File: src/rtl/cb_pkg.sv
package cb_pkg;
  parameter int CB_DEPTH   = 16;
  parameter int CB_TAG_W   = 6;
  parameter int CB_RET_MAX = 5;
endpackage

File: src/rtl/cb_tag_match.sv
module cb_tag_match #(
  parameter int DEPTH = 16,
  parameter int TAG_W = 6
) (
  input  logic                   en,
  input  logic [TAG_W-1:0]       key,
  input  logic [DEPTH-1:0]       valid,
  input  logic [DEPTH*TAG_W-1:0] tags,
  output logic [DEPTH-1:0]       hit
);
  // One comparator per entry; tags are unique among valid entries.
  for (genvar i = 0; i < DEPTH; i++) begin : g_cmp
    assign hit[i] = en && valid[i] && (tags[i*TAG_W +: TAG_W] == key);
  end
endmodule

File: src/rtl/cb_retire_scan.sv
module cb_retire_scan #(
  parameter int DEPTH   = 16,
  parameter int TAG_W   = 6,
  parameter int RET_MAX = 5,
  localparam int IDX_W  = $clog2(DEPTH),
  localparam int CNT_W  = $clog2(DEPTH + 1),
  localparam int RC_W   = $clog2(RET_MAX + 1)
) (
  input  logic [IDX_W-1:0]         head,
  input  logic [CNT_W-1:0]         used,
  input  logic [DEPTH-1:0]         valid,
  input  logic [DEPTH-1:0]         done,
  input  logic [DEPTH*TAG_W-1:0]   tags,
  output logic [RC_W-1:0]          count,
  output logic [RET_MAX*TAG_W-1:0] rtags,
  output logic [DEPTH-1:0]         rmask
);
  // Walk from the head; the first entry that is not done ends the run.
  always_comb begin
    logic             go;
    logic [IDX_W-1:0] idx;
    go    = 1'b1;
    idx   = '0;
    count = '0;
    rtags = '0;
    rmask = '0;
    for (int k = 0; k < RET_MAX; k++) begin
      idx = head + IDX_W'(k);
      if (go && (CNT_W'(k) < used) && valid[idx] && done[idx]) begin
        count                    = count + RC_W'(1);
        rmask[idx]               = 1'b1;
        rtags[k*TAG_W +: TAG_W]  = tags[idx*TAG_W +: TAG_W];
      end else begin
        go = 1'b0;
      end
    end
  end
endmodule

File: src/rtl/cmpl_buffer.sv
module cmpl_buffer #(
  parameter int DEPTH   = cb_pkg::CB_DEPTH,
  parameter int TAG_W   = cb_pkg::CB_TAG_W,
  parameter int RET_MAX = cb_pkg::CB_RET_MAX,
  localparam int IDX_W  = $clog2(DEPTH),
  localparam int CNT_W  = $clog2(DEPTH + 1),
  localparam int RC_W   = $clog2(RET_MAX + 1)
) (
  input  logic                     clk,
  input  logic                     rst_n,
  input  logic                     alloc_valid,
  output logic                     alloc_ready,
  input  logic [TAG_W-1:0]         alloc_tag,
  input  logic                     cmpl_valid,
  input  logic [TAG_W-1:0]         cmpl_tag,
  output logic [RC_W-1:0]          retire_count,
  output logic [RET_MAX*TAG_W-1:0] retire_tags,
  output logic [CNT_W-1:0]         free_count,
  output logic [CNT_W-1:0]         used_count,
  output logic                     full
);
  logic [DEPTH-1:0]       ent_valid;
  logic [DEPTH-1:0]       ent_done;
  logic [DEPTH*TAG_W-1:0] ent_tags;
  logic [DEPTH-1:0]       hit;
  logic [DEPTH-1:0]       ret_mask;
  logic [IDX_W-1:0]       head_q, tail_q;
  logic [CNT_W-1:0]       used_q, free_q;
  logic                   alloc_fire;

  assign alloc_ready = (free_q != '0);
  assign full        = (free_q == '0);
  assign alloc_fire  = alloc_valid && alloc_ready;
  assign free_count  = free_q;
  assign used_count  = used_q;

  cb_tag_match #(.DEPTH(DEPTH), .TAG_W(TAG_W)) u_match (
    .en    (cmpl_valid),
    .key   (cmpl_tag),
    .valid (ent_valid),
    .tags  (ent_tags),
    .hit   (hit)
  );

  cb_retire_scan #(.DEPTH(DEPTH), .TAG_W(TAG_W), .RET_MAX(RET_MAX)) u_scan (
    .head  (head_q),
    .used  (used_q),
    .valid (ent_valid),
    .done  (ent_done),
    .tags  (ent_tags),
    .count (retire_count),
    .rtags (retire_tags),
    .rmask (ret_mask)
  );

  // Per-entry state: allocation, then retirement, then completion marking.
  for (genvar i = 0; i < DEPTH; i++) begin : g_ent
    always_ff @(posedge clk) begin
      if (!rst_n) begin
        ent_valid[i]               <= 1'b0;
        ent_done[i]                <= 1'b0;
        ent_tags[i*TAG_W +: TAG_W] <= '0;
      end else if (alloc_fire && (tail_q == IDX_W'(i))) begin
        ent_valid[i]               <= 1'b1;
        ent_done[i]                <= 1'b0;
        ent_tags[i*TAG_W +: TAG_W] <= alloc_tag;
      end else if (ret_mask[i]) begin
        ent_valid[i]               <= 1'b0;
        ent_done[i]                <= 1'b0;
        ent_tags[i*TAG_W +: TAG_W] <= '0;
      end else if (hit[i]) begin
        ent_done[i]                <= 1'b1;
      end
    end
  end

  // Pointers and occupancy; indices wrap through IDX_W-bit truncation.
  always_ff @(posedge clk) begin
    if (!rst_n) begin
      head_q <= '0;
      tail_q <= '0;
      used_q <= '0;
      free_q <= CNT_W'(DEPTH);
    end else begin
      head_q <= head_q + IDX_W'(retire_count);
      if (alloc_fire) tail_q <= tail_q + IDX_W'(1);
      used_q <= used_q + CNT_W'(alloc_fire) - CNT_W'(retire_count);
      free_q <= free_q - CNT_W'(alloc_fire) + CNT_W'(retire_count);
    end
  end
endmodule

File: config.mk
export PLATFORM = sky130hd
export DESIGN_NAME = cmpl_buffer
export DESIGN_NICKNAME = d
export VERILOG_FILES = /design/src/rtl/cb_pkg.sv /design/src/rtl/cb_tag_match.sv /design/src/rtl/cb_retire_scan.sv /design/src/rtl/cmpl_buffer.sv
export SDC_FILE = /design/constraint.sdc
export NUM_CORES = 1
export LEC_CHECK = 0
export BUFFER_PORTS_ARGS = -buffer_cell sky130_fd_sc_hd__buf_2
export CORE_MARGIN = 2
export CORE_UTILIZATION = 40
export CTS_CLUSTER_SIZE = 12
export DETAILED_ROUTE_END_ITERATION = 7
export GPL_ROUTABILITY_DRIVEN = 1
export SYNTH_ARGS = -nofsm -noshare
export SYNTH_HDL_FRONTEND = slang
export SYNTH_SLANG_ARGS = --single-unit
export TNS_END_PERCENT = 30
File: constraint.sdc
create_clock -name clk -period 8.8 [get_ports clk]
set_input_delay 1.76 -clock clk [delete_from_list [all_inputs] [get_ports clk]]
set_output_delay 1.76 -clock clk [all_outputs]
set_load 0.02 [all_outputs]
## Yosys cells after proc, flatten, opt, wreduce, memory -nomap -nowiden

Cells that the tools add are included.

- Add/sub/neg operators: 14
- $mul: 5
- Magnitude comparators: 15
- Equal/unequal tests: 31
- Shift operators: 5
- Muxes and demuxes: 113
- Bitwise operators: 5
- Reductions and logical operators: 103

Operator list:

| cell | count |
|---|---|
| $shiftx 96x8->6 | 5 |
| $mux 6 | 37 |
| $eq 6x6->1 | 16 |
| $mux 16 | 5 |
| $logic_and 1x1->1 | 68 |
| $or 16x16->16 | 4 |
| $mux 1 | 52 |
| $reduce_or 3->1 | 16 |
| $bmux 1 s4 | 10 |
| $eq 4x4->1 const B | 8 |
| $reduce_bool 2->1 | 16 |
| $mul 4x2->6 const B | 5 |
| $lt 4x5->1 const B | 5 |
| $demux 1 s4 | 5 |
| $ge 4x1->1 const B | 5 |
| $eq 4x3->1 const B | 4 |
| $add 3x1->3 const B | 4 |
| $mux 3 | 4 |
| $lt 1x5->1 const A | 2 |
| $lt 2x5->1 const A | 2 |
| $add 4x1->4 const B | 2 |
| $add 4x2->4 const B | 2 |
| $eq 4x2->1 const B | 2 |
| $add 5x1->5 | 1 |
| 11 further kinds | 11 |

- Register bits: 146
- Input port bits: 16
- Output and inout bits: 45
- Word-level logic and storage cells: 343

## Longest topological paths before layout

Gate-level depths: netlist of the first run.

- Depth after elaboration: 23
- Gate-level depth with buffers: 33
- Depth with buffers taken out: 28

## Cells and area by module

Synthesis of the first run repeated with hierarchy kept, for this count alone.

- Cell total of the unflattened synthesis: 1207
- Area total of the unflattened synthesis: 12589.6 um^2

By module, submodules not included:

| module | instances | cells each | area an instance (um^2) | seq. area each (um^2) |
|---|---|---|---|---|
| cmpl_buffer | 1 | 562 | 5947.0 | 2922.8 |
| cb_retire_scan | 1 | 487 | 5331.4 | 0.0 |
| cb_tag_match | 1 | 158 | 1311.3 | 0.0 |

## Least setup slack after synthesis of the first run

OpenSTA, ideal clock, no wires.

- Path kind: reg-to-output
- From: reg head_q[1]
- To: out retire_count[2]
- Arrival time: 5.506 ns
- Required time: 7.040 ns
- Slack: 1.534 ns
- Stages on the path, launching flop included: 26
- Path buffers: 6
- Cells stage by stage: dfxtp_1 buf_2 clkinv_1 ha_1 clkbuf_1 clkbuf_1 o21ai_0 o22a_1 a211oi_2 buf_4 o21ai_1 inv_1 ha_1 o21ai_0 a31oi_1 o21a_1 buf_4 nand2_1 buf_2 mux2_1 ha_1 inv_1 o31a_1 o21ai_0 xor2_1 nor2_1

- Longest elaborated chain between the ends: 21
- Elaborated cells on any way between the ends: 51
- Those cells by class: 8 x add/sub; 29 x mux; 14 x reduce/logical

Ends and longest elaborated chain:

| what | line | RTL |
|---|---|---|
| start, declared | cmpl_buffer.sv:27 | `logic [IDX_W-1:0] head_q, tail_q;` |
| start signal, assigned | cmpl_buffer.sv:85 | `head_q <= head_q + IDX_W'(retire_count);` |
| branches (longest 20 deep; another with $add 3x1->3) | n/a |  |
| $mux 3 (*) | cb_retire_scan.sv:29 | `if (go && (CNT_W'(k) < used) && valid[idx] && done[idx]) begin` |
| end, declared | cmpl_buffer.sv:16 | `output logic [RC_W-1:0] retire_count,` |

Mark *: on every way between the ends. The select of a mux whose other input is x is not followed.

## Final worst setup path of the first run

Ends and elaborated chain as after synthesis.

==> summary by stage, run 1 <==
Outcome
The flow ran to the end, and the final reports show no timing, DRC or antenna violations.

Clocking
The number of cells upsized or downsized after cts is 0. The CTS buffer count is 17. After clock tree synthesis, the clock-pin slew on the worst setup and hold paths is around 70 ps. The number of setup buffers added after CTS is 0. The CTS tree is yes. The maximum number of buffers from clock root to sink is 2. Clock latency on the worst-skew pair, taken at its later pin, is 440 ps.

Clock tree synthesis selected as its root buffer the cell sky130_fd_sc_hd__clkbuf_16. The total of hold buffers inserted after clock tree synthesis is 0. In this run the number of H-tree levels came out at 4.

The tree built by TritonCTS fans out to roughly 150 sinks.

Global routing
The first global-routing pass estimated 68.40 mm of wire. The number of antenna violations at the first check in global routing is 0. The via count of the first global-routing pass came to approximately 10000.

The pin count of the biggest net entering global routing is 73. Across every metal layer, demand over resource in global routing totals between 20% and 30%. The total overflow left after global routing is 0.

STA
Setup violations remaining at the end of the flow were counted as 0. Headroom to the max-slew limit came out at around an eighth. The aggregate negative setup slack is 0 ps.

After layout, the worst path uses between 90% and 100% of the clock period. Across the routed clock network, the largest skew measured is 14.61 ps. The final hold violation count is 0.

The transition at the pin with the smallest max-transition slack is ~1300 ps. The final count of pins violating max slew is 0. The worst path setup slack after routing is 365.3 ps. Derived from the worst setup path, the maximum achievable clock frequency is between 100 and 150 MHz. Setup repair after global routing left no endpoint under its margin. The clock period could shrink to between 8000 and 9000 ps.

Layout
The number of diodes is 0. The area growth from synthesis to layout is 9.409%. In the final layout, the share of cells above drive strength 1 is a little under a quarter.

The final net count is approximately 1300. With fillers left out, the area of the finished cells amounts to roughly 13000 um2. Cells fill between 40 and 50% of the core in the end.

Logic synthesis
The post-synth net total is roughly 1300. Counting flops and latches in the post-synthesis netlist gives roughly 150. After synthesis, the mean cell area works out to 10.05 um2. Summed over all instances, the cell type with the most area after synthesis is sky130_fd_sc_hd__dfxtp_1. The sequential area share after synthesis is 24.02%. The distinct cell type count of the synthesized netlist is 79.

The arithmetic-cell share of the synthesized area counting full adders, half adders and majority gates is roughly 4.1%. Synthesis produced a netlist whose cell count is about 1200. The complex-gate fraction of the synthesized area is between 10% and 20%. The share of synthesized flip-flops with an asynchronous set or reset is 0%. The flip-flop cell with the highest count after synthesis is sky130_fd_sc_hd__dfxtp_1. By area the synthesized netlist is led by sky130_fd_sc_hd__dfxtp_1 24%, sky130_fd_sc_hd__mux4_2 23%, sky130_fd_sc_hd__xnor2_1 5.7%, sky130_fd_sc_hd__nand3_1 3.7%, sky130_fd_sc_hd__ha_1 3.6%.

Yosys mapped a number of flops with a built-in enable equal to 0. Among all cell types in the netlist, the one instantiated most often is sky130_fd_sc_hd__dfxtp_1. After Yosys synthesis, XOR and XNOR cells account for roughly 8.6% of the synthesized area. The basic-gate share of the synthesized area counting and, or, nand and nor cells is approximately 16%. The netlist area before placement is 12170 um2. Measured against the total synthesized area, the mux share comes to around a quarter. The area fraction of the dominant cell type after synthesis is between 20 and 25%. By count the netlist is led by 146 x sky130_fd_sc_hd__dfxtp_1, 125 x sky130_fd_sc_hd__mux4_2, 91 x sky130_fd_sc_hd__nand3_1, 79 x sky130_fd_sc_hd__nand2_1, 79 x sky130_fd_sc_hd__xnor2_1.

The largest family of logic cells by synthesized area is multiplexers. The yosys synthesis warning count is 0.

Route
The first routing iteration left approximately 1500 violations. In the final routing, the length of wire on met1 measures between 15 and 20 mm. The total length of routed met3 wires is ~5.7 mm. The final layout contains routed wiring with a total length of ~47 mm.

The highest metal layer carrying signal wires in the routed design is met4. The final routed DRC violation total is 0. The met2 layer wire length in the routed design is approximately 21 mm. The count of nets left with antenna violations once routing finished came out at 0. For this run, the detailed router's first-pass iteration total came to 6. The number of vias per cell is approximately 6.9. The routed layout has approximately 11000 vias. The post-detailed-route wirelength per cell is about 29 um.

Floorplan
The die outline width is 178.4 um. The die is about 180 um tall. The core area is slightly below 30000 um2. The die covers between 30000 and 40000 um2. The number of ports placed on the die boundary is a little over 60.

The placement row count is 63. Once the floorplan was initialized, standard cells occupied 40.84% of the core.

Critical path
The critical path startpoint category is a flop. STA classifies the critical path endpoint as an output pin. The critical path class is flop to output pin.

The endpoint arrival time on the critical path is approximately 6700 ps. The largest fanout on the critical path is 23. The data required time of the worst path is between 7000 and 8000 ps.

Place
The pre-CTS setup slack is 793.0 ps. At the end of routability-driven placement, the weighted congestion stood at roughly 1. During placement, the flow inserted port buffers numbering 60. The placed wire-length estimate is 34.93 mm. The placed instances occupy a cell area of around 13000 um2.

Hold path
The min-delay analysis places its worst path in the category flop to flop.

Power
Total power for the finished layout comes to about 1.8 mW. For this design the ratio of total power to cell area is between 100 and 150 nW/um2. The worst voltage drop across the vdd grid is between 100 and 150 uV.

The reported leakage power is around 4.6 nW.

Job
Across the run, the number of max-cap violations was 0.
-- critical path, stage by stage (launching register included) --
cell and delay (ps):
sky130_fd_sc_hd__dfxtp_4 540, sky130_fd_sc_hd__clkinv_1 360, sky130_fd_sc_hd__ha_1 380, sky130_fd_sc_hd__buf_4 220, sky130_fd_sc_hd__inv_2 440, sky130_fd_sc_hd__o21ai_0 170
sky130_fd_sc_hd__o22a_1 220, sky130_fd_sc_hd__a211oi_2 250, sky130_fd_sc_hd__o21ai_1 290, sky130_fd_sc_hd__inv_1 130, sky130_fd_sc_hd__ha_1 230, sky130_fd_sc_hd__o21ai_0 250
sky130_fd_sc_hd__a31oi_1 300, sky130_fd_sc_hd__o21a_1 170, sky130_fd_sc_hd__buf_4 260, sky130_fd_sc_hd__nand2_1 460, sky130_fd_sc_hd__mux2_1 490, sky130_fd_sc_hd__ha_1 190
sky130_fd_sc_hd__inv_1 60, sky130_fd_sc_hd__o31a_1 130, sky130_fd_sc_hd__o21ai_0 100, sky130_fd_sc_hd__xor2_1 190, sky130_fd_sc_hd__nor2_1 160, sky130_fd_sc_hd__buf_2 190
-- cells in the final DEF, fill, tap and decap left out, types with 16 or more instances in the layout --
cell,n
sky130_fd_sc_hd__o21ai_0,31
sky130_fd_sc_hd__mux2_2,17
sky130_fd_sc_hd__and2_1,35
sky130_fd_sc_hd__mux2i_1,16
sky130_fd_sc_hd__xnor2_1,77
sky130_fd_sc_hd__nor2_1,42
sky130_fd_sc_hd__nor3_1,18
sky130_fd_sc_hd__xor2_1,40
sky130_fd_sc_hd__nor4_1,20
sky130_fd_sc_hd__o22ai_1,48
sky130_fd_sc_hd__a22o_1,42
sky130_fd_sc_hd__clkbuf_16,17
sky130_fd_sc_hd__mux4_2,125
sky130_fd_sc_hd__inv_1,43
sky130_fd_sc_hd__ha_1,35
sky130_fd_sc_hd__nand3_1,91
sky130_fd_sc_hd__buf_2,60
sky130_fd_sc_hd__nand2_1,79
sky130_fd_sc_hd__buf_4,19
sky130_fd_sc_hd__dfxtp_1,144
sky130_fd_sc_hd__nand4_1,30
sky130_fd_sc_hd__a211oi_1,16
-- routing by layer --
metal	GRT usage [%]	vias to the layer above
li1	-	4742
met1	40.11	5527
met2	45.40	759
met3	8.632	116
met4	9.383	0
met5	0	-
-- kinds of logic (layout without fill, tap and decap cells) --
group	Yosys count	count (layout)
AOI/OAI and AO/OA	244	244
xor gates and xnor gates	120	120
adders and majority gates	38	38
buffers and inverters	135	158
DFF	146	146
muxes	160	160
and+or+nand+nor	368	368
-- path summary, 6_finish.rpt --
path / cells after the start / end / startpoint / slack, ps
max: 23 / retire_count[2] / head_q[1] / 370
min: 2 / ent_tags[20] / ent_tags[20] / 530
max reg2reg: 26 / used_count[4] / head_q[1] / 1310
min reg2reg: 2 / ent_tags[20] / ent_tags[20] / 530
-- power by group --
part           switching [mW]  total, mW  internal (mW)
Clock                   0.324      0.709          0.386
Sequential             0.0423      0.732          0.690
Combinational           0.235      0.390          0.155
-- state kept, by name, indices dropped and copies added (netlist names) --
name / count
ent_valid: 16
used_count: 5
ent_tags: 96
head_q: 4
tail_q: 4
ent_done: 16
free_count: 5
-- per-stage QoR --
step / hold WS, ps / std cells
2_1_floorplan: 464.9 / 1211
3_3_place_gp: 506.0 / 1592
3_5_place_dp: 510.5 / 1592
4_1_cts: 521.8 / 1624
5_1_grt: 560.7 / 1624
6_report: 527.8 / 1624
-- layout make-up --
cell class | instances | area, um2
Inverter | 47 | 176.4
Clock buffer | 19 | 452.9
Sequential cell | 146 | 2930
Multi-Input combinational cell | 930 | 8706
Timing Repair Buffer | 79 | 442.9
Clock inverter | 13 | 116.4
Tap cell | 390 | 488.0
Fill cell | 2882 | 16480
Power figures use the tool's default switching activity.
==> inputs of run 2 (changes only) <==
--- a/config.mk
+++ b/config.mk
@@ -6,11 +6,14 @@
 export NUM_CORES = 1
 export LEC_CHECK = 0
 export BUFFER_PORTS_ARGS = -buffer_cell sky130_fd_sc_hd__buf_2
+export CELL_PAD_IN_SITES_DETAIL_PLACEMENT = 1
+export CELL_PAD_IN_SITES_GLOBAL_PLACEMENT = 2
 export CORE_MARGIN = 2
 export CORE_UTILIZATION = 40
 export CTS_CLUSTER_SIZE = 12
 export DETAILED_ROUTE_END_ITERATION = 7
 export GPL_ROUTABILITY_DRIVEN = 1
+export PLACE_DENSITY_LB_ADDON = 0.1
 export SYNTH_ARGS = -nofsm -noshare
 export SYNTH_HDL_FRONTEND = slang
 export SYNTH_SLANG_ARGS = --single-unit
==> run 2 against run 1 <==
Global-route usage is 3.7 points higher. Largest cell class unchanged. Routed wire length increased by 12%. First-iteration DRC count down 14%. Critical path type unchanged. Sequential power about the same. Clock power is 8.2% higher. Power increased by 3.9%. Flip-flop and latch count unchanged. Core utilization grew 0.35 points. Fmax is 3.9% higher. Sequential share of layout area decreased by 0.17 points. Setup slack better by 310 ps.
==> summary by stage, run 2 (synthesis gave the netlist of run 1 again) <==
Route
The first-pass iteration count of the detailed router was 5 (-1). The number of violations reported at the end of detailed-routing iteration 0 is 1296 (-14%). The overall routed net length was 52.24 mm (+12%). The final routed DRC violation total is 0 (unchanged). The post-detailed-route count of antenna-violating nets is 0 (unchanged). The number of vias in the routed layout is 11150 (+0.018%).

The number of vias per cell is 6.838 (-0.35%). The post-detailed-route wirelength per cell is 32.05 um (+11%).

Critical path
The endpoint arrival time on the critical path is 6360 ps (-310 ps). The critical path capture point type is an output pin. The worst setup path is launched from a flop. The register-to-register path setup slack is 1650 ps (+340 ps). In this run the critical register-to-register path is captured at used_count[4]. The worst-case reg-to-reg path depth is 24 (-7.7%). The largest fanout on the critical path was 24 (+4.3%). In this run the worst setup path terminates at retire_count[2].

The critical path is of the flop to output pin type. The beginning of the critical path is head_q[1]. The startpoint of the worst-slack reg-to-reg timing path is head_q[1]. The data required time of the worst path is 7040 ps (about the same).

Floorplan
The placement row count is 63 (unchanged). The initial core utilization was 40.84% (unchanged). The number of ports placed on the die boundary was 61 (unchanged). The core area is 29800 um2 (unchanged). The die outline width is 178.4 um (unchanged).

The die area came to 31830 um2 (unchanged). The die height is 178.4 um (unchanged).

Clocking
The CTS buffer count is 17 (unchanged). The number of H-tree branching levels is 4 (unchanged). The maximum number of buffers from clock root to sink was 2 (unchanged). TritonCTS built the clock tree. The number of clock sinks was 146 (unchanged). The total of hold buffers inserted after clock tree synthesis is 0 (unchanged). The clock transition at the registers of the reported paths came to 60 ps (about the same). The root buffer cell chosen for the clock tree is sky130_fd_sc_hd__clkbuf_16.

The clock network latency to the later pin of the worst-skew pair is 450 ps (about the same).

Layout
The register with the most flip-flops is ent_tags. The top cell types in the final layout, fill and taps aside, are 144 x sky130_fd_sc_hd__dfxtp_1, 125 x sky130_fd_sc_hd__mux4_2, 91 x sky130_fd_sc_hd__nand3_1. The number of standard cells in the final layout excluding fillers came to 1630 (+0.37%). The largest registers in the layout are ent_tags: 96 flops, ent_done: 16 flops, ent_valid: 16 flops.

Leaving out fill and tap cells, the most frequent cell in the layout is sky130_fd_sc_hd__dfxtp_1. The final net count is 1282 (+0.55%). The fraction of layout cells with a size suffix above 1 is 24.11% (+0.53 points). The layout filler cell count came to 3322 (+15%). The summed area of non-filler cells in the final layout is 13420 um2 (+0.79%).

The number of flip-flops in the largest register was 96 (unchanged). The final standard cell utilization of the core is 45.03% (+0.35 points). From synthesis to final layout, the design area changed by 10.27%. The number of diodes is 0 (unchanged).

Global routing
The all-layer global routing usage is 33.34% (+3.7 points). The number of antenna violations at the first check in global routing is 0 (unchanged). The pin count of the biggest net entering global routing is 145 (+99%). The via count of the first global-routing pass is 11000 (+5.1%). The overflow left after global routing is 0 (unchanged). The global-route wire length before repair is 76.42 mm (+12%).

Hold path
The startpoint of the most critical hold path is ent_tags[19]. The worst hold path belongs to the class flop to flop.

STA
The fmax is 123.1 MHz (+3.9%). The worst path setup slack after routing is 679.1 ps (+313.9 ps). The headroom to the max-slew limit is 21.05% (+9.1 points). Setup repair after global routing left no endpoint under its margin. The aggregate negative setup slack is 0 ps (unchanged). The largest clock skew in the final design is 13.35 ps (-1.257 ps). The portion of the clock cycle consumed by the worst path in the final layout is 92.28% (-3.6 points).

The final hold violation count is 0 (unchanged). The post-route minimum period is 8121 ps (-313.9 ps). The total setup violations reported at the end of the flow came to 0 (unchanged).

The final count of pins violating max slew is 0 (unchanged). The transition at the pin with the smallest max-transition slack is 1180 ps (-140.8 ps).

Power
The worst voltage drop across the vdd grid is 148.4 uV (+16%). The power per standard cell area is 141.7 nW/um2 (+3.0%). The reported leakage power was 4.669 nW (+1.3%).

Place
The number of buffer cells added on primary ports is 60 (unchanged). The weighted congestion at the end of routability-driven global placement was 0.9532 (-5.7%). The post-placement cell count was 1597 (+0.31%).

The pre-CTS setup slack is 940.0 ps (+147.0 ps). The area of placed instances is 12800 um2 (+0.53%). The placed wire-length estimate is 39.20 mm (+12%).

Outcome
The run finished with clean final reports.

Job
The number of max-cap violations was 0 (unchanged).
## run 2: cell types whose count changed in the layout (fill, tap and decap cells not counted), moves of 2 or more
cell                        delta
sky130_fd_sc_hd__inv_8         -3
sky130_fd_sc_hd__xor2_2        +2
sky130_fd_sc_hd__buf_12        +2
sky130_fd_sc_hd__buf_4         +4
sky130_fd_sc_hd__nor3_1        -2
sky130_fd_sc_hd__nor3_2        +2
sky130_fd_sc_hd__bufinv_16     +2
sky130_fd_sc_hd__clkinv_4      -2
## run 2: worst min-delay path by stage
stage	end	slack, ps	cells after the start
3_5_place_dp	ent_tags[19]	520	2
2_1_floorplan	ent_valid[3]	460	2
5_1_grt	ent_tags[74]	560	2
4_1_cts	ent_tags[19]	530	2
6_report	ent_tags[19]	530	2
3_3_place_gp	ent_tags[19]	510	2
## run 2: cell type report
type	count	area [um2]	share of cell area, %
timing repair buffer	86	518.0	3.860
inverter	47	176.4	1.315
clock buffer	21	470.5	3.506
clock inverter	10	122.6	0.9138
sequential	146	2930	21.84
tap	390	488.0	3.637
multi-input combinational	930	8712	64.93
## run 2: worst max-delay path, cell delays in order, from the launching register on
cell                       delay [ps]
sky130_fd_sc_hd__dfxtp_4          610
sky130_fd_sc_hd__clkinv_1         390
sky130_fd_sc_hd__ha_1             410
sky130_fd_sc_hd__inv_2            430
sky130_fd_sc_hd__o21ai_0          180
sky130_fd_sc_hd__o22a_1           230
sky130_fd_sc_hd__a211oi_2         250
sky130_fd_sc_hd__o21ai_1          300
sky130_fd_sc_hd__inv_1            130
sky130_fd_sc_hd__ha_1             240
sky130_fd_sc_hd__o21ai_0          230
sky130_fd_sc_hd__a31oi_1          300
sky130_fd_sc_hd__o21a_1           190
sky130_fd_sc_hd__nand2_1          450
sky130_fd_sc_hd__mux2_1           390
sky130_fd_sc_hd__ha_1             140
sky130_fd_sc_hd__inv_1             50
sky130_fd_sc_hd__o31a_1           280
sky130_fd_sc_hd__o21ai_0          210
sky130_fd_sc_hd__xor2_1           220
sky130_fd_sc_hd__nor2_1            90
sky130_fd_sc_hd__buf_2            190
## run 2: timing repair
action	CTS	global route
setup buffers	0	1
endpoints found under the hold margin	0	0
resized for setup	0	0
setup endpoints to repair	0	1
## run 2: metal layers
layer	wire length (um)	global-route usage, %	up-vias
li1	-	-	4750
met1	22550	46.14	5756
met5	0	0	-
met4	1570	10.40	0
met2	23830	52.33	548
met3	4281	6.671	92
## run 2: metrics by stage
stage                     power [mW]  hold WS, ps
after detailed placement       1.143        516.3
after global routing           1.976        560.3
after CTS                      1.906        527.1
final                          1.902        534.4
after global placement         1.139        510.3
after floorplan                1.009        464.9
## run 2: power by group
part           switching (mW)  internal, mW
sequential             0.0446         0.690
combinational           0.244         0.156
clock                   0.325         0.442
==> inputs of run 3 (changes only) <==
--- a/config.mk
+++ b/config.mk
@@ -9,7 +9,7 @@
 export CELL_PAD_IN_SITES_DETAIL_PLACEMENT = 1
 export CELL_PAD_IN_SITES_GLOBAL_PLACEMENT = 2
 export CORE_MARGIN = 2
-export CORE_UTILIZATION = 40
+export CORE_UTILIZATION = 41
 export CTS_CLUSTER_SIZE = 12
 export DETAILED_ROUTE_END_ITERATION = 7
 export GPL_ROUTABILITY_DRIVEN = 1
==> constraint.sdc (replaced) <==
create_clock -name clk -period 9.2 [get_ports clk]
set_input_delay 1.84 -clock clk [delete_from_list [all_inputs] [get_ports clk]]
set_output_delay 1.84 -clock clk [all_outputs]
set_load 0.02 [all_outputs]
==> run 3 against run 2 <==
Highest routed layer unchanged. Cell count unchanged. Flip-flop and latch count unchanged. Clock power is 7.0% lower. Final area is 0.25% lower. Power down 5.2%. Sequential share of layout area grew 0.055 points. Core utilization grew 0.49 points.
==> summary by stage, run 3 (synthesis gave the netlist of run 1 again) <==
Layout
The register with the most flip-flops is ent_tags. The fraction of layout cells with a size suffix above 1 is 24.19% (+0.081 points). The final net count is 1281 (-0.078%). The area of the multi-input gates came to 8712 um2 (unchanged). The number of flip-flops in the largest register is 96 (unchanged). The layout filler cell count is 3303 (-0.57%). The sequential standard cell area came to 2930 um2 (unchanged). The leading cell type in the layout, fill and taps excluded is sky130_fd_sc_hd__dfxtp_1.

The largest registers in the layout are ent_tags: 96 flops, ent_done: 16 flops, ent_valid: 16 flops. In the layout the commonest cells are 144 x sky130_fd_sc_hd__dfxtp_1, 125 x sky130_fd_sc_hd__mux4_2, 91 x sky130_fd_sc_hd__nand3_1. The area growth from synthesis to layout is 9.995%.

The number of diodes is 0 (unchanged). The final standard cell utilization of the core is 45.52% (+0.49 points). The number of standard cells in the final layout excluding fillers is 1630 (unchanged).

Hold path
The worst min-delay path class is flop to flop. The worst min-delay path endpoint is ent_tags[88]. The startpoint identified for the worst hold timing path is ent_tags[88]. The cell count of the worst hold path is 2 (unchanged).

Route
The number of violations reported at the end of detailed-routing iteration 0 is 1277 (-1.5%). The number of vias per cell is 6.863 (+0.36%). The overall routed net length came to 52.27 mm (about the same). The first-pass iteration count of the detailed router was 5 (unchanged). The final routed DRC violation total was 0 (unchanged).

The post-detailed-route wirelength per cell came to 32.06 um (about the same). The post-detailed-route count of antenna-violating nets is 0 (unchanged). The number of vias in the routed layout is 11190 (+0.36%).

Floorplan
The die area came to 31070 um2 (-2.4%). The die height was 176.3 um (-1.2%). The initial core utilization came to 41.38% (+0.55 points). The core area is 29400 um2 (-1.3%). The number of ports placed on the die boundary was 61 (unchanged).

The placement row count is 63 (unchanged). The die outline width came to 176.3 um (-1.2%).

STA
The largest clock skew in the final design is 13.67 ps (+0.3177 ps). The final hold violation count is 0 (unchanged). The total setup violations reported at the end of the flow was 0 (unchanged). The final count of pins violating max slew is 0 (unchanged).

The aggregate negative setup slack was 0 ps (unchanged). The portion of the clock cycle consumed by the worst path in the final layout is between 90% and 100%. The fmax is 115.4 MHz. Setup repair after global routing left no endpoint under its margin. The transition at the pin with the smallest max-transition slack came to 1272 ps (+92.12 ps). The worst path setup slack after routing came to 531.6 ps (-147.6 ps). The headroom to the max-slew limit was 14.41% (-6.6 points). The post-route minimum period is 8668 ps.

Critical path
The endpoint arrival time on the critical path is 6830 ps (+470 ps). The worst-case reg-to-reg path depth is 24 (unchanged). The register-to-register path setup slack is 1470 ps (-180 ps). The startpoint identified for the worst register-to-register timing path is head_q[1]. The critical path capture point type is an output pin.

In this run the critical register-to-register path is captured at used_count[4]. The critical path startpoint category is a flop. The data required time of the worst path is 7360 ps (+320 ps). The largest fanout on the critical path was 23 (-4.2%). By startpoint and endpoint, the worst setup path is classified as flop to output pin.

Global routing
The number of antenna violations at the first check in global routing was 0 (unchanged). The global-route wire length before repair came to 77.25 mm (+1.1%). The via count of the first global-routing pass was 11100 (+0.95%). The pin count of the biggest net entering global routing is 68 (-53%). The overflow left after global routing came to 0 (unchanged). The all-layer global routing usage is 34.24% (+0.90 points).

Clocking
The clock transition at the registers of the reported paths is 70 ps (about the same). The CTS root buffer is sky130_fd_sc_hd__clkbuf_16. The number of H-tree branching levels is 4 (unchanged). The number of cells upsized or downsized after cts came to 0 (unchanged). The number of clock sinks is 146 (unchanged). The total of hold buffers inserted after clock tree synthesis is 0 (unchanged). The number of post-CTS setup repair buffers came to 0 (unchanged). TritonCTS built the clock tree. The clock network latency to the later pin of the worst-skew pair is 460 ps (about the same). The maximum number of buffers from clock root to sink is 2 (unchanged).

The CTS buffer count is 17 (unchanged).

Place
The placed wire-length estimate is 39.67 mm (+1.2%). The weighted congestion at the end of routability-driven global placement is 0.9834 (+3.2%). The post-placement cell count is 1598 (+0.063%). The pre-CTS setup slack is 1077 ps (+136.9 ps). The number of buffer cells added on primary ports is 60 (unchanged).

Power
The power share of the combinational group came to 21.5% (+0.5 points). The switching fraction of total power is 32.92% (+0.65 points). The power per standard cell area is 134.7 nW/um2 (-5.0%). The sequential share of power is 38.9% (+0.3 points). The worst voltage drop across the vdd grid is 124.3 uV (-16%). The reported leakage power came to 4.659 nW (-0.22%). The clock network fraction of design power is 39.6% (-0.8 points).

The switching power was 593.3 uW (-3.3%). The internal power is 1.209 mW (-6.2%).

Outcome
The run finished with clean final reports.

Job
The number of max-cap violations was 0 (unchanged).
## run 3: changes by cell type in the layout (fill, tap and decap cells not counted)
cell / before / now
sky130_fd_sc_hd__buf_12: 2 / 0
sky130_fd_sc_hd__clkinv_2: 1 / 2
sky130_fd_sc_hd__inv_4: 1 / 0
sky130_fd_sc_hd__inv_8: 0 / 2
sky130_fd_sc_hd__buf_2: 61 / 60
sky130_fd_sc_hd__bufinv_16: 2 / 1
sky130_fd_sc_hd__clkbuf_1: 1 / 0
sky130_fd_sc_hd__clkinv_4: 2 / 3
sky130_fd_sc_hd__buf_4: 23 / 25
## run 3: through the flow
stage | hold WS, ps | instance area (um2) | power [mW]
global route | 568.3 | 13380 | 1.883
global placement | 515.8 | 12790 | 1.091
CTS | 541.0 | 13380 | 1.810
detailed placement | 529.2 | 12790 | 1.099
finish | 540.4 | 13380 | 1.802
floorplan | 464.9 | 12170 | 0.9653
## run 3: per-layer routing
metal  vias up  routed length (um)  track usage, %
met5         -                   0               0
met3       114                4496           7.257
li1       4757                   -               -
met1      5716               22110           46.89
met4         0                1860           13.05
met2       599               23800           53.15
## run 3: worst max path at each step
stage | start | to | slack (ps) | cells after the start
global route | head_q[0] | retire_count[2] | 270 | 21
detailed placement | head_q[1] | retire_count[2] | 1080 | 21
floorplan | head_q[1] | retire_count[2] | 1850 | 25
global placement | head_q[1] | retire_count[2] | 1250 | 21
CTS | head_q[1] | retire_count[2] | 590 | 21
finish | head_q[1] | retire_count[2] | 530 | 21
## run 3: cell type report
| cell class | count | area share, % |
|---|---|---|
| clock buffers | 20 | 3.487 |
| repair buffers | 85 | 3.646 |
| clock inverters | 12 | 0.9161 |
| well taps | 390 | 3.646 |
| inverters | 47 | 1.318 |
| multi-input cells | 930 | 65.09 |
| flip-flops and latches | 146 | 21.89 |
## run 3: power by group through the flow
stage,Sequential (mW),Combinational (mW),Clock (mW)
6_report,0.702,0.387,0.713
2_1_floorplan,0.716,0.249,0
4_1_cts,0.701,0.386,0.723
3_3_place_gp,0.714,0.377,0
5_1_grt,0.706,0.423,0.754
3_5_place_dp,0.716,0.384,0
## run 3: worst max-delay path: stages (launching register included)
cell,delay (ps)
sky130_fd_sc_hd__dfxtp_4,510
sky130_fd_sc_hd__ha_1,270
sky130_fd_sc_hd__xor2_2,940
sky130_fd_sc_hd__mux4_2,430
sky130_fd_sc_hd__o22a_1,250
sky130_fd_sc_hd__a211oi_2,290
sky130_fd_sc_hd__o21ai_1,340
sky130_fd_sc_hd__inv_1,140
sky130_fd_sc_hd__ha_1,220
sky130_fd_sc_hd__o21ai_0,230
sky130_fd_sc_hd__a31oi_1,310
sky130_fd_sc_hd__o21a_1,170
sky130_fd_sc_hd__buf_4,270
sky130_fd_sc_hd__nand2_1,470
sky130_fd_sc_hd__mux2_1,380
sky130_fd_sc_hd__ha_1,150
sky130_fd_sc_hd__inv_1,50
sky130_fd_sc_hd__o31a_1,280
sky130_fd_sc_hd__o21ai_0,210
sky130_fd_sc_hd__xor2_1,190
sky130_fd_sc_hd__nor2_1,70
sky130_fd_sc_hd__buf_2,180
